**src/rtl/csp_pkg.sv**
```systemverilog
// Package: shared constants and types for the cascade serial port.
// Assumes one fixed word length for both directions and a 3-bit chain field.
package csp_pkg;
    localparam int WORD_W   = 16;
    localparam int CASC_W   = 3;
    localparam int BITCNT_W = $clog2(WORD_W + 1);
    typedef logic [WORD_W-1:0]   word_t;
    typedef logic [CASC_W-1:0]   casc_t;
    typedef logic [BITCNT_W-1:0] bitcnt_t;
endpackage

```
**src/rtl/csp_sclk_gen.sv**
```systemverilog
// Serial clock generator: divides clk down to the serial clock.
// Assumes SCLK_HALF >= 1. The rise/fall event outputs are high in the clk
// cycle whose closing edge moves sclk, so that logic clocked by clk can act
// on that same edge.
module csp_sclk_gen #(
    parameter int SCLK_HALF = 2
) (
    input  logic clk,
    input  logic rst_n,
    output logic sclk,
    output logic rise_evt,
    output logic fall_evt
);
    localparam int DIV_W = $clog2(SCLK_HALF + 1);

    logic [DIV_W-1:0] div_q;
    logic             sclk_q;
    logic             wrap;

    assign wrap     = (div_q == DIV_W'(SCLK_HALF - 1));
    assign rise_evt = wrap & ~sclk_q;
    assign fall_evt = wrap &  sclk_q;
    assign sclk     = sclk_q;

    // Count half periods and toggle the serial clock at each wrap.
    always_ff @(posedge clk) begin
        if (!rst_n) begin
            div_q  <= '0;
            sclk_q <= 1'b0;
        end else if (wrap) begin
            div_q  <= '0;
            sclk_q <= ~sclk_q;
        end else begin
            div_q  <= div_q + 1'b1;
        end
    end
endmodule

```
**src/rtl/csp_rx_deframer.sv**
```systemverilog
// Receive deframer: samples sdi/sdi_fs on falling serial clock edges and
// assembles MSB-first words. A frame sync sample arms the next sample as bit
// 15; a sync that arrives together with bit 0 chains the next word directly.
// Assumes the inputs are stable around the falling edge of sclk.
module csp_rx_deframer
    import csp_pkg::*;
(
    input  logic  clk,
    input  logic  rst_n,
    input  logic  fall_evt,
    input  logic  sdi,
    input  logic  sdi_fs,
    output logic  word_valid,
    output word_t word_data
);
    logic    go_q;
    logic    active_q;
    bitcnt_t cnt_q;
    word_t   sh_q;

    // Shift in one bit per falling edge and emit a word after the 16th bit.
    always_ff @(posedge clk) begin
        if (!rst_n) begin
            go_q       <= 1'b0;
            active_q   <= 1'b0;
            cnt_q      <= '0;
            sh_q       <= '0;
            word_valid <= 1'b0;
            word_data  <= '0;
        end else begin
            word_valid <= 1'b0;
            if (fall_evt) begin
                go_q <= sdi_fs;
                if (go_q) begin
                    sh_q     <= {sh_q[WORD_W-2:0], sdi};
                    cnt_q    <= bitcnt_t'(1);
                    active_q <= 1'b1;
                end else if (active_q) begin
                    sh_q <= {sh_q[WORD_W-2:0], sdi};
                    if (cnt_q == bitcnt_t'(WORD_W - 1)) begin
                        active_q   <= 1'b0;
                        cnt_q      <= '0;
                        word_valid <= 1'b1;
                        word_data  <= {sh_q[WORD_W-2:0], sdi};
                    end else begin
                        cnt_q <= cnt_q + 1'b1;
                    end
                end
            end
        end
    end
endmodule

```
**src/rtl/csp_frame_router.sv**
```systemverilog
// Frame router: counts received words within a sample interval. Words before
// the last one of the chain are passed to the transmitter; the last one loads
// the DAC holding register with a one-cycle strobe. An interval pulse restarts
// the count, and a word that completes in that same cycle counts as the first.
// Assumes casc_len is changed only between intervals; a count at or above it
// still ends the interval.
module csp_frame_router
    import csp_pkg::*;
(
    input  logic  clk,
    input  logic  rst_n,
    input  casc_t casc_len,
    input  logic  interval_start,
    input  logic  word_valid,
    input  word_t word_data,
    output logic  fwd_valid,
    output word_t fwd_word,
    output word_t dac_word,
    output logic  dac_strobe
);
    casc_t idx_q;
    casc_t idx_eff;

    // Position of the incoming word in the interval, after any restart.
    always_comb idx_eff = interval_start ? '0 : idx_q;

    // Route each word either downstream or into the DAC register.
    always_ff @(posedge clk) begin
        if (!rst_n) begin
            idx_q      <= '0;
            fwd_valid  <= 1'b0;
            fwd_word   <= '0;
            dac_word   <= '0;
            dac_strobe <= 1'b0;
        end else begin
            fwd_valid  <= 1'b0;
            dac_strobe <= 1'b0;
            if (word_valid) begin
                if (idx_eff >= casc_len) begin
                    dac_word   <= word_data;
                    dac_strobe <= 1'b1;
                    idx_q      <= '0;
                end else begin
                    fwd_valid <= 1'b1;
                    fwd_word  <= word_data;
                    idx_q     <= idx_eff + 1'b1;
                end
            end else begin
                idx_q <= idx_eff;
            end
        end
    end
endmodule

```
**src/rtl/csp_tx_framer.sv**
```systemverilog
// Transmit framer: holds one pending forwarded word and sends it MSB first
// on rising serial clock edges, with a one-period frame sync before bit 15.
// When the pending word is ready during the last bit of the current word,
// its sync overlaps that bit, so words go out back to back.
// Assumes forwarded words arrive no faster than one per 16 serial clocks.
module csp_tx_framer
    import csp_pkg::*;
(
    input  logic  clk,
    input  logic  rst_n,
    input  logic  rise_evt,
    input  logic  fwd_valid,
    input  word_t fwd_word,
    output logic  sdo,
    output logic  sdo_fs
);
    logic    pend_valid_q;
    word_t   pend_q;
    word_t   sh_q;
    bitcnt_t left_q;
    logic    take;

    // Start a new word when idle or when the current one ends on this edge.
    assign take = rise_evt & pend_valid_q & (left_q <= bitcnt_t'(1));

    // Single-entry holding slot between the router and the shifter.
    always_ff @(posedge clk) begin
        if (!rst_n) begin
            pend_valid_q <= 1'b0;
            pend_q       <= '0;
        end else begin
            if (take) begin
                pend_valid_q <= 1'b0;
            end
            if (fwd_valid) begin
                pend_valid_q <= 1'b1;
                pend_q       <= fwd_word;
            end
        end
    end

    // Drive sync and data bits on each rising serial clock edge.
    always_ff @(posedge clk) begin
        if (!rst_n) begin
            sh_q   <= '0;
            left_q <= '0;
            sdo    <= 1'b0;
            sdo_fs <= 1'b0;
        end else if (rise_evt) begin
            sdo_fs <= take;
            if (left_q != '0) begin
                sdo <= sh_q[WORD_W-1];
            end else begin
                sdo <= 1'b0;
            end
            if (take) begin
                sh_q   <= pend_q;
                left_q <= bitcnt_t'(WORD_W);
            end else if (left_q != '0) begin
                sh_q   <= {sh_q[WORD_W-2:0], 1'b0};
                left_q <= left_q - 1'b1;
            end
        end
    end
endmodule

```
**src/rtl/cascade_serial_port.sv**
```systemverilog
// Top level: serial port of one unit in a codec chain. It ties together the
// serial clock generator, receive deframer, frame router and transmit framer.
// Assumes interval_start comes from the sample-rate logic as a one-cycle pulse.
module cascade_serial_port
    import csp_pkg::*;
#(
    parameter int SCLK_HALF = 2
) (
    input  logic              clk,
    input  logic              rst_n,
    input  logic [CASC_W-1:0] casc_len,
    input  logic              interval_start,
    input  logic              sdi,
    input  logic              sdi_fs,
    output logic              sclk,
    output logic              sdo,
    output logic              sdo_fs,
    output logic [WORD_W-1:0] dac_word,
    output logic              dac_strobe
);
    logic  rise_evt;
    logic  fall_evt;
    logic  rx_valid;
    word_t rx_word;
    logic  fwd_valid;
    word_t fwd_word;

    csp_sclk_gen #(.SCLK_HALF(SCLK_HALF)) clkgen_i (
        .clk      (clk),
        .rst_n    (rst_n),
        .sclk     (sclk),
        .rise_evt (rise_evt),
        .fall_evt (fall_evt)
    );

    csp_rx_deframer rx_i (
        .clk        (clk),
        .rst_n      (rst_n),
        .fall_evt   (fall_evt),
        .sdi        (sdi),
        .sdi_fs     (sdi_fs),
        .word_valid (rx_valid),
        .word_data  (rx_word)
    );

    csp_frame_router router_i (
        .clk            (clk),
        .rst_n          (rst_n),
        .casc_len       (casc_len),
        .interval_start (interval_start),
        .word_valid     (rx_valid),
        .word_data      (rx_word),
        .fwd_valid      (fwd_valid),
        .fwd_word       (fwd_word),
        .dac_word       (dac_word),
        .dac_strobe     (dac_strobe)
    );

    csp_tx_framer tx_i (
        .clk       (clk),
        .rst_n     (rst_n),
        .rise_evt  (rise_evt),
        .fwd_valid (fwd_valid),
        .fwd_word  (fwd_word),
        .sdo       (sdo),
        .sdo_fs    (sdo_fs)
    );
endmodule

```
**config.mk**
```make
export PLATFORM = sky130hd
export DESIGN_NAME = cascade_serial_port
export DESIGN_NICKNAME = d
export VERILOG_FILES = /design/src/rtl/csp_pkg.sv /design/src/rtl/csp_sclk_gen.sv /design/src/rtl/csp_rx_deframer.sv /design/src/rtl/csp_frame_router.sv /design/src/rtl/csp_tx_framer.sv /design/src/rtl/cascade_serial_port.sv
export SDC_FILE = /design/constraint.sdc
export NUM_CORES = 1
export LEC_CHECK = 0
export BUFFER_PORTS_ARGS = -buffer_cell sky130_fd_sc_hd__buf_2
export CAP_MARGIN = 25
export CELL_PAD_IN_SITES_DETAIL_PLACEMENT = 0
export CELL_PAD_IN_SITES_GLOBAL_PLACEMENT = 1
export CORE_ASPECT_RATIO = 1.4
export CORE_UTILIZATION = 30
export DETAILED_ROUTE_END_ITERATION = 16
export GPL_ROUTABILITY_DRIVEN = 0
export PLACE_DENSITY_LB_ADDON = 0.12
export SETUP_SLACK_MARGIN = 0.5
export SYNTH_ARGS = -nofsm -noshare
export SYNTH_HDL_FRONTEND = slang
export SYNTH_HIERARCHICAL = 1
export SYNTH_SLANG_ARGS = --single-unit
```
**constraint.sdc**
```tcl
create_clock -name clk -period 4 [get_ports clk]
set_input_delay 0.6 -clock clk [delete_from_list [all_inputs] [get_ports clk]]
set_output_delay 0.6 -clock clk [all_outputs]
set_load 0.005 [all_outputs]
```
==> metrics.md <==
| Metric | Value |
|---|---|
| Final period utilization | 56.7% |
| Initial DRC count | 220 |
| GR Util All Layers | approximately 15% |
| DRT Wirelength | about 11000 microns |
| Power per Cell Area | 560 mW/mm^2 |
| First-pass GRT wire length | 18600 microns |
| Synth Instances | 514 |
| Top_reg_cell synth | dfxtp_1 |
| Placed Instances | 709 |
| Fill count | around 1700 |
| Die ar. | 0.0169 sq mm |
| CTS tree | done |
| Global route overflow | 0 |
| Yosys cell types | 60 |
| Setup TNS | 0 ns |
| Initial Utilization | a little under a third |
| DRC | 0 |
| Most frequent cells after synthesis | dfxtp_1, nand2_1, mux2i_1, nor2_1, a21oi_1 |
| Share of layout cells above drive strength 1 | a little under a fifth |
| Syn_nets | 529 |
| Chip height | 153 microns |
| Hpwl dp | approximately 7300 microns |
| Clk buf depth | 2 |
| CTS Hold Bufs | 0 |
| Most common cell in the netlist | dfxtp_1 |
| IO Port Bufs | 27 |
| Final Hold Violating Endpoints | 0 |
| Diode count | 0 |
| Max-Cap Viols | 0 |
| TritonCTS buffer count | 17 |
| Leakage | 2.15 nW |
| Crit Path Max Fanout | 18 |
| Vias per std cell | between 4 and 5 |
| Largest net degree at the start of global routing | 42 |
| Slew headroom | around a third |
| Asr flop ratio synth | 0% |
| Clock transition at the registers of the reported paths | 0.06 ns |
| Post-synth EDFFs | 0 |
| Setup crit end kind | register |
| Worst-margin pin slew | 1.02 ns |
| Tmin final | between 2 and 2.5 ns |
| Post-synthesis sequential area ratio | 48.6% |
| Post-route ant nets | 0 |
| Yosys Warn Count | 6 |
| Nets | 547 |
| Crit path kind | reg2reg |
| F_max | 441 MHz |
| Max IR drop VDD | ~0.27 mV |
| CP Launch Type | register |
| Vias | between 3000 and 4000 |
| H-tree lvl count | 4 |
| Clk_skew | 0.00499 ns |
| #FFs+latches synth | 119 |
| Wire per inst | between 10 and 15 microns |
| Clock sink count | 119 |
| HP Class | reg2reg |
| Post-CTS sizing | 0 |
| Root buffer cell | clkbuf_16 |
| Final setup fails | 0 |
| Outcome | finished clean |
| Ranking of synthesized cells by area | dfxtp_1, mux2i_1, nand2_1 |
| FP Rows | 54 |
| Crit path arrival time | roughly 2.6 ns |
| Req. time, crit path | 4.34 ns |
| Number of antenna violations at the first check in global routing | 0 |
| First-pass detailed-route iteration total | 6 |
| Area growth from synthesis to layout | 16.6% |
| Worst-skew pair later-pin latency | around 0.41 ns |
| Mapped Area | 0.00490 sq mm |
| Core Area | 0.0158 sq mm |
| Max Slew Vio Count | 0 |
| Vias in the first global route | roughly 3600 |
| Final non-filler cell total | 741 |
| IO Pins | 28 |
| Chip width | approximately 110 microns |
| Post-synthesis area per instance | 9.54 sq um |
| Dominant cell type by area after synthesis | dfxtp_1 |
| Synth top area share | roughly 49% |
| RSZ-0062 raised after global routing | no |
| Postcts setup bufs | 0 |
==> per-stage QoR <==
| step | utilization, % | instance area (sq um) | setup slack [ns] | total power, mW | hold WS, ns |
|---|---|---|---|---|---|
| after global routing | 36.2 | 5720 | 1.46 | 3.36 | 0.432 |
| after detailed placement | 32.1 | 5080 | 1.68 | 1.60 | 0.413 |
| final | 36.2 | 5720 | 1.73 | 3.20 | 0.416 |
| after CTS | 36.2 | 5720 | 1.69 | 3.25 | 0.421 |
| after floorplan | - | 4900 | 2.04 | 1.54 | 0.398 |
| after global placement | 32.1 | 5080 | 1.69 | 1.60 | 0.410 |
==> layer usage <==
layer	part of all wire, %	track usage (%)	wire length (microns)
met5	0	0	0
met2	48	23.2	5340
met3	3.3	4.18	363
met1	47	18.2	5210
met4	1.5	5.90	163
==> cell type report <==
cell class / count / area [sq um] / share of cell area [%]
multi-input cells: 352 / 2240 / 39.2
clock buffers: 18 / 439 / 7.68
inverters: 10 / 37.5 / 0.656
repair buffers: 32 / 173 / 3.02
clock inverters: 14 / 199 / 3.48
flip-flops and latches: 119 / 2380 / 41.7
well taps: 196 / 245 / 4.29
==> power by group <==
group          internal [mW]  switching (mW)  leakage [nW]
Clock                   1.06           0.566         0.299
Combinational          0.127           0.173         0.892
Sequential              1.24          0.0421         0.959
==> sequential cells by signal, summed over array words and instances, names as in the netlist, 2 cells and up <==
name and cells:
router_i/dac_word 16, router_i/fwd_word 16, rx_i/word_data 16, tx_i/pend_q 16
tx_i/sh_q 16, rx_i/sh_q 15, rx_i/cnt_q 5, tx_i/left_q 5
router_i/idx_q 3, clkgen_i/div_q 2
==> final timing paths <==
| kind | from | to | slack [ns] | cells past startpoint |
|---|---|---|---|---|
| setup / recovery | clkgen_i/div_q[0]$_SDFF_PP0_ | rx_i/word_data[13]$_SDFFE_PN0P_ | 1.73 | 5 |
| hold / removal | clkgen_i/div_q[0]$_SDFF_PP0_ | clkgen_i/div_q[0]$_SDFF_PP0_ | 0.42 | 1 |
| setup reg to reg | clkgen_i/div_q[0]$_SDFF_PP0_ | rx_i/word_data[13]$_SDFFE_PN0P_ | 1.73 | 5 |
| hold reg to reg | clkgen_i/div_q[0]$_SDFF_PP0_ | clkgen_i/div_q[0]$_SDFF_PP0_ | 0.42 | 1 |
==> layout by cell type, fill, tap and decap left out, drive strengths merged, types with 3 or more instances in the layout <==
cell type	netlist	routed
dfxtp	119	119
nand2	89	89
mux2i	50	50
nor2	46	46
o21ai	37	37
a21oi	36	36
buf	21	32
nand3	21	21
clkbuf	12	18
o22ai	15	15
inv	9	10
ha	7	7
clkinv	1	6
nor3	5	5
clkinvlp	0	4
bufinv	0	4
nand2b	4	4
xor2	3	3
a31oi	3	3
a21boi	3	3
==> cells by family (layout without fill, tap and decap cells) <==
logic type / count (synthesis) / count (layout) / share of synthesized area, %
simple gates: 179 / 179 / 17.8
flops: 119 / 119 / 48.6
buf+inv: 43 / 74 / 5.84
fa+ha+maj: 7 / 7 / 1.79
compound gates: 111 / 111 / 14.9
xor+xnor: 5 / 5 / 0.893
mux: 50 / 50 / 10.2
==> critical path: stages, from the launching register on <==
cell and delay, ns:
dfxtp_1 0.33, ha_1 0.20, and2_1 0.47, and3b_1 0.85, nand3_1 0.19, a21oi_1 0.16
No activity file was read; power rests on OpenSTA's default activity.
